`src/rtl/psb_pkg.sv`:
```
// Package: shared cycle type and burst address mixing for the burst SRAM.
// Assumes a four-word burst group on the two low address bits.
package psb_pkg;

    typedef enum logic [1:0] {
        CYC_IDLE  = 2'd0,
        CYC_LOAD  = 2'd1,
        CYC_CONT  = 2'd2,
        CYC_DESEL = 2'd3
    } cyc_kind_e;

    // Low address bits for a given start value and burst count.
    function automatic logic [1:0] burst_low(input logic [1:0] base,
                                             input logic [1:0] cnt,
                                             input logic       ilv);
        return ilv ? (base ^ cnt) : (base + cnt);
    endfunction

endpackage

```
`src/rtl/psb_addr_gen.sv`:
```
// Burst address generator: holds the loaded address and a 2-bit count,
// and returns the address for the current cycle combinationally.
// Assumes AW >= 3 and that load and adv are never high together.
module psb_addr_gen #(
    parameter int AW = 6
) (
    input  logic          clk,
    input  logic          rst_n,
    input  logic          load,
    input  logic          adv,
    input  logic          ilv,
    input  logic [AW-1:0] ext_addr,
    output logic [AW-1:0] cur_addr
);
    import psb_pkg::*;

    logic [AW-1:0] base_q;
    logic [1:0]    cnt_q;
    logic [1:0]    cnt_next;

    // Next count: cleared on load, stepped on advance, held otherwise.
    always_comb begin
        if (load)
            cnt_next = 2'd0;
        else if (adv)
            cnt_next = cnt_q + 2'd1;
        else
            cnt_next = cnt_q;
    end

    // Address used by this cycle's access.
    always_comb begin
        if (load)
            cur_addr = ext_addr;
        else
            cur_addr = {base_q[AW-1:2], burst_low(base_q[1:0], cnt_next, ilv)};
    end

    // Burst state registers.
    always_ff @(posedge clk) begin
        if (!rst_n) begin
            base_q <= '0;
            cnt_q  <= 2'd0;
        end else begin
            if (load)
                base_q <= ext_addr;
            cnt_q <= cnt_next;
        end
    end

    assert_count_hold_R3: assert property (@(posedge clk) disable iff (!rst_n)
        (!load && !adv) |=> $stable(cnt_q));

    assert_load_base_R2: assert property (@(posedge clk) disable iff (!rst_n)
        load |=> (base_q == $past(ext_addr)));

endmodule

```
`src/rtl/psb_lane_decode.sv`:
```
// Byte-lane write decode: per-lane enable from the qualified lane bits or
// the global write, all forced off when the cycle may not write.
// Assumes suppress already covers strobe priority, sleep and idle cycles.
module psb_lane_decode #(
    parameter int LANES = 4
) (
    input  logic             wr_en,
    input  logic [LANES-1:0] lane_en,
    input  logic             wr_all,
    input  logic             suppress,
    output logic [LANES-1:0] lane_wr
);
    for (genvar g = 0; g < LANES; g++) begin : g_lane
        // One lane's write strobe.
        always_comb lane_wr[g] = !suppress && (wr_all || (wr_en && lane_en[g]));
    end
endmodule

```
`src/rtl/psb_array.sv`:
```
// Storage array split into one memory per byte lane so each lane has a
// single writer. Read is combinational. Contents are not reset.
module psb_array #(
    parameter int DEPTH  = 64,
    parameter int LANES  = 4,
    parameter int LANE_W = 8,
    localparam int AW    = $clog2(DEPTH),
    localparam int W     = LANES * LANE_W
) (
    input  logic             clk,
    input  logic [LANES-1:0] wr_lanes,
    input  logic [AW-1:0]    addr,
    input  logic [W-1:0]     wr_data,
    output logic [W-1:0]     rd_data
);
    for (genvar g = 0; g < LANES; g++) begin : g_mem
        logic [LANE_W-1:0] mem [DEPTH];

        // Commit this lane's byte on its strobe.
        always_ff @(posedge clk) begin
            if (wr_lanes[g])
                mem[addr] <= wr_data[g*LANE_W +: LANE_W];
        end

        // Lane read path.
        always_comb rd_data[g*LANE_W +: LANE_W] = mem[addr];
    end
endmodule

```
`src/rtl/burst_sync_sram.sv`:
```
// Pipelined burst synchronous SRAM top. Stage 1 registers the cycle's
// address, data, lane writes and read flag. The following edge commits the
// write or loads the output register. Deselect takes effect one edge
// after it is sampled.
// Assumes DEPTH is a power of two and at least 8.
module burst_sync_sram #(
    parameter int DEPTH  = 64,
    parameter int LANES  = 4,
    parameter int LANE_W = 8,
    localparam int AW    = $clog2(DEPTH),
    localparam int W     = LANES * LANE_W
) (
    input  logic             clk,
    input  logic             rst_n,
    input  logic [AW-1:0]    addr_in,
    input  logic [W-1:0]     wdata,
    input  logic             cpu_start,
    input  logic             ctl_start,
    input  logic             chip_sel,
    input  logic             step,
    input  logic             burst_ilv,
    input  logic             wr_en,
    input  logic [LANES-1:0] lane_en,
    input  logic             wr_all,
    input  logic             out_en,
    input  logic             sleep,
    output logic [W-1:0]     rd_q,
    output logic             rd_oe
);
    import psb_pkg::*;

    cyc_kind_e        kind;
    logic             active_q;
    logic             start_any;
    logic             load;
    logic             adv;
    logic             suppress;
    logic             is_rd;
    logic [LANES-1:0] lanes;
    logic [AW-1:0]    cur_addr;

    logic             st_rd;
    logic [LANES-1:0] st_lanes;
    logic [AW-1:0]    st_addr;
    logic [W-1:0]     st_wdata;
    logic [W-1:0]     arr_rd;
    logic             q_drive;
    logic [W-1:0]     q_reg;

    // Classify the cycle: strobe (load or deselect), continuation, or idle.
    always_comb begin
        start_any = cpu_start || ctl_start;
        if (start_any)
            kind = chip_sel ? CYC_LOAD : CYC_DESEL;
        else if (active_q)
            kind = CYC_CONT;
        else
            kind = CYC_IDLE;
        load     = (kind == CYC_LOAD);
        adv      = (kind == CYC_CONT) && step;
        suppress = cpu_start || sleep || (kind inside {CYC_IDLE, CYC_DESEL});
        is_rd    = (kind inside {CYC_LOAD, CYC_CONT}) && (lanes == '0);
    end

    psb_addr_gen #(.AW(AW)) i_addr (
        .clk      (clk),
        .rst_n    (rst_n),
        .load     (load),
        .adv      (adv),
        .ilv      (burst_ilv),
        .ext_addr (addr_in),
        .cur_addr (cur_addr)
    );

    psb_lane_decode #(.LANES(LANES)) i_dec (
        .wr_en    (wr_en),
        .lane_en  (lane_en),
        .wr_all   (wr_all),
        .suppress (suppress),
        .lane_wr  (lanes)
    );

    // Input stage: register the cycle's operation and keep the burst alive.
    always_ff @(posedge clk) begin
        if (!rst_n) begin
            active_q <= 1'b0;
            st_rd    <= 1'b0;
            st_lanes <= '0;
            st_addr  <= '0;
            st_wdata <= '0;
        end else begin
            active_q <= (kind == CYC_LOAD) || (kind == CYC_CONT);
            st_rd    <= is_rd;
            st_lanes <= lanes;
            st_addr  <= cur_addr;
            st_wdata <= wdata;
        end
    end

    psb_array #(.DEPTH(DEPTH), .LANES(LANES), .LANE_W(LANE_W)) i_arr (
        .clk      (clk),
        .wr_lanes (st_lanes),
        .addr     (st_addr),
        .wr_data  (st_wdata),
        .rd_data  (arr_rd)
    );

    // Output register: capture read data and the drive flag.
    always_ff @(posedge clk) begin
        if (!rst_n) begin
            q_drive <= 1'b0;
            q_reg   <= '0;
        end else begin
            q_drive <= st_rd;
            if (st_rd)
                q_reg <= arr_rd;
        end
    end

    // Pin drive gated by the unclocked enables.
    always_comb begin
        rd_oe = q_drive && out_en && !sleep;
        rd_q  = q_reg;
    end

    assert_cpu_is_read_R8: assert property (@(posedge clk) disable iff (!rst_n)
        cpu_start |=> (st_lanes == '0));

    assert_sleep_no_write_R12: assert property (@(posedge clk) disable iff (!rst_n)
        sleep |=> (st_lanes == '0));

    assert_deselect_float_R10: assert property (@(posedge clk) disable iff (!rst_n)
        (start_any && !chip_sel) |=> ##1 !q_drive);

    assert_read_pipe_R1: assert property (@(posedge clk) disable iff (!rst_n)
        st_rd |=> q_drive);

    assert_write_no_drive_R7: assert property (@(posedge clk) disable iff (!rst_n)
        (st_lanes != '0) |=> !q_drive);

endmodule

```
`config.mk`:
```
export PLATFORM = sky130hd
export DESIGN_NAME = burst_sync_sram
export DESIGN_NICKNAME = d
export VERILOG_FILES = /design/src/rtl/psb_pkg.sv /design/src/rtl/psb_addr_gen.sv /design/src/rtl/psb_lane_decode.sv /design/src/rtl/psb_array.sv /design/src/rtl/burst_sync_sram.sv
export SDC_FILE = /design/constraint.sdc
export NUM_CORES = 2
export LEC_CHECK = 0
export BUFFER_PORTS_ARGS = -buffer_cell sky130_fd_sc_hd__buf_4
export CORE_MARGIN = 8
export CORE_UTILIZATION = 55
export CTS_CLUSTER_DIAMETER = 60
export DETAILED_ROUTE_END_ITERATION = 6
export PLACE_DENSITY = 0.78
export SKIP_CTS_REPAIR_TIMING = 1
export SLEW_MARGIN = 15
export SYNTH_ARGS = -nofsm -noshare
export SYNTH_HDL_FRONTEND = slang
export SYNTH_SLANG_ARGS = --single-unit
```
`constraint.sdc`:
```
create_clock -name clk -period 5.6 [get_ports clk]
set_clock_uncertainty 0.2 [all_clocks]
set_input_delay 0.56 -clock clk [delete_from_list [all_inputs] [get_ports clk]]
set_output_delay 0.56 -clock clk [all_outputs]
set_load 0.01 [all_outputs]
```
==> impl_results.md <==
* Critical Path RT at 5.84 ns
* Std cell rows at 141
* Peak fanout along the critical path at 48
* RR Startpoint: st_addr[2]
* Crit path kind: reg -> reg
* Worst-path clk slew at 0.06 ns
* Final nets at 4734
* Yosys warning count at 0
* Origin of the worst setup path: st_addr[2]
* CORE AREA at 148000 µm²
* Place WS at 1.40 ns
* Die H at 402 µm
* Final setup margin at 1.21 ns
* Min-Delay Path Class: in -> reg
* Mapped Nets at 4602
* Vias in the first global route at 46.1k
* Global Route Usage Sum at 0.269
* Synthesized area at 81800 µm²
* CTS tree: done
* Final setup TNS at 0 ns
* Initial antenna violation count at 8
* Synthesis-to-finish area growth at 12.0%
* Status: finished with violations
* Hold Slack at -0.0145 ns
* Total wire length at 224 mm
* Die X at 402 µm
* Synthesized area per cell at 18.0 µm²
* Mapped Cells at 4548
* Worst r2r dst: i_arr.g_mem[2].mem[28][7]
* CTS buffer count at 202
* Leading cell type in the layout, fill and taps excluded: edfxtp_1
* Seq/Total Area, Yosys at 0.773
* Final-report hold violation count at 1
* Netlist cell types at 65
* Initial Util at 0.554
* First-pass GRT wire length at 320 mm
* R2R Setup Slk at 1.21 ns
* Final setup violation count at 0
* Routed length per instance at 33.0 µm
* Post-synth ARST share at 0
* Worst IR Drop VDD at 358 µV
* Clock Sinks at 2133
* Endpoint class of the critical path: flop
* Setup crit start kind: flop
* DR iter-0 viols at 8318
* I/O Buffers at 85
* DRT Pass-1 Iters at 7
* RSZ-0062 raised after global routing: no
* Post-route ant nets at 0
* Die Area at 161000 µm²
* Layout cells sized above 1 at 0.162
* H-Tree Level Count at 4
* Maximum Capacitance Violations at 0
* Least-Margin Pin Slew at 1.32 ns
* Critical path arrival at 4.63 ns
* Filler Cell Count at 9677
* Pwr/cell area at 362 nW/µm²
* Root Buffer: clkbuf_16
* Critical Path End: i_arr.g_mem[2].mem[28][7]
* Slew Viols, Final at 0
* Fmax at 228 MHz
* Failing checks: design-rule violations, negative hold slack
* Gpl congestion at 0.917
* Worst R2R Path Depth at 4
* P_leak at 28.9 nW
* Most frequent cells in the layout: 2048 x edfxtp_1, 358 x nor2_1, 336 x mux2i_1, 260 x a221oi_1, 209 x clkbuf_16
* Crit share post-route at 0.784
* Detail Placement HPWL at 129 mm
* Flops & latches, synth at 2133
* EDFF count, synth at 2048
* Main synth FF type: edfxtp_1
* Io pins at 86
* Via count at 46.9k
* # DRC at 9
* Worst-Skew Late Latency at 0.84 ns
* Grt ovf at 0
* Period minus WS final at 4.39 ns
* CTS max path bufs at 3
* Largest net degree at the start of global routing at 145
* Max-slew headroom at 0.117
* DR vias/cell at 6.91
## through the flow
step	area, µm²	util	instances	total power (W)
2_1_floorplan	81800	-	4548	0.0190
3_3_place_gp	84300	0.571	6355	0.0197
3_5_place_dp	84400	0.571	6357	0.0197
4_1_cts	91000	0.616	6738	0.0331
5_1_grt	91600	0.620	6787	0.0338
6_report	91600	0.620	6788	0.0332
## cells by family after synthesis
| logic type | after synthesis | synth area share |
|---|---|---|
| buffers and inverters | 312 | 0.0195 |
| AOI/OAI and AO/OA | 855 | 0.0763 |
| and+or+nand+nor | 676 | 0.0349 |
| muxes | 567 | 0.0961 |
| adders and majority gates | 1 | 0.000153 |
| DFF | 2133 | 0.773 |
| xor gates and xnor gates | 4 | 0.000428 |
## synthesized netlist by cell type, types with 8 or more instances
cell      instances  area, µm²
o22ai_1          97        607
nor2b_1          11       68.8
buf_1            26       97.6
nor2_1          368       1380
nand3_1          34        170
a21boi_0          9       67.6
o21ai_0         121        606
dfxtp_1          85       1700
a211oi_1         10       75.1
buf_2           112        561
mux2i_1         336       3360
o2111a_1          8       90.1
a41oi_1           8       70.1
buf_4            46        345
and2_1           41        257
nor3_1           21        105
nand2_1         162        608
a21oi_1          91        455
clkbuf_1        108        405
mux4_2          168       3780
a222oi_1          9       90.1
a22o_1           22        193
o21a_1            8       60.1
a31oi_1          28        175
a221oi_1        260       2280
o22a_1           12        105
a221o_1           9       90.1
mux2_2           63        709
edfxtp_1       2048      61500
buf_6            15        169
a22oi_1         127        953
## worst min path at each step
stage	from	end	slack (ns)	cells past startpoint
after floorplan	i_addr.base_q[0]	i_addr.base_q[0]	0.25	2
after global routing	wr_all	st_lanes[3]	0.01	3
after CTS	wdata[24]	st_wdata[24]	-0.31	2
after detailed placement	i_addr.base_q[4]	i_addr.base_q[4]	0.28	2
after global placement	i_addr.base_q[0]	i_addr.base_q[0]	0.26	2
final	step	i_addr.cnt_q[1]	-0.01	4
## worst max-delay path, cell delays in order (launching register included)
cell,delay (ns)
dfxtp_4,0.88
inv_4,0.33
nor2_1,1.02
nand2_1,0.69
nor2_1,0.82
## where the power goes
group / switching (W) / leakage, nW / internal [W]
Combinational: 0.00127 / 5.94 / 0.000588
Sequential: 0.000129 / 19.7 / 0.0175
Clock: 0.00583 / 3.22 / 0.00786
Total: 0.00723 / 28.9 / 0.0260
## flip-flops by register name, indices dropped and copies added (netlist names)
register	count
rd_q	32
active_q	1
st_rd	1
i_addr.base_q	6
i_arr.g_mem.mem	2048
i_addr.cnt_q	2
st_lanes	4
st_addr	6
q_drive	1
st_wdata	32
## final cells by class
class / instances / area (µm²) / share of cell area
Timing Repair Buffer: 235 / 2010 / 0.0219
Clock buffer: 272 / 5570 / 0.0608
Inverter: 5 / 25.0 / 0.000273
Sequential cell: 2133 / 63300 / 0.691
Tap cell: 1930 / 2410 / 0.0264
Antenna cell: 1 / 2.50 / 0.0000273
Multi-Input combinational cell: 2103 / 17200 / 0.188
Clock inverter: 109 / 1080 / 0.0118
## routing by layer
| metal | vias to the layer above | global-route usage | part of all wire |
|---|---|---|---|
| met5 | - | 0 | 0.00046 |
| met4 | 10 | 0.139 | 0.061 |
| met3 | 768 | 0.0831 | 0.14 |
| met2 | 4017 | 0.406 | 0.45 |
| met1 | 23300 | 0.354 | 0.35 |
| li1 | 18800 | - | - |
No activity file was read; power rests on OpenSTA's default activity.
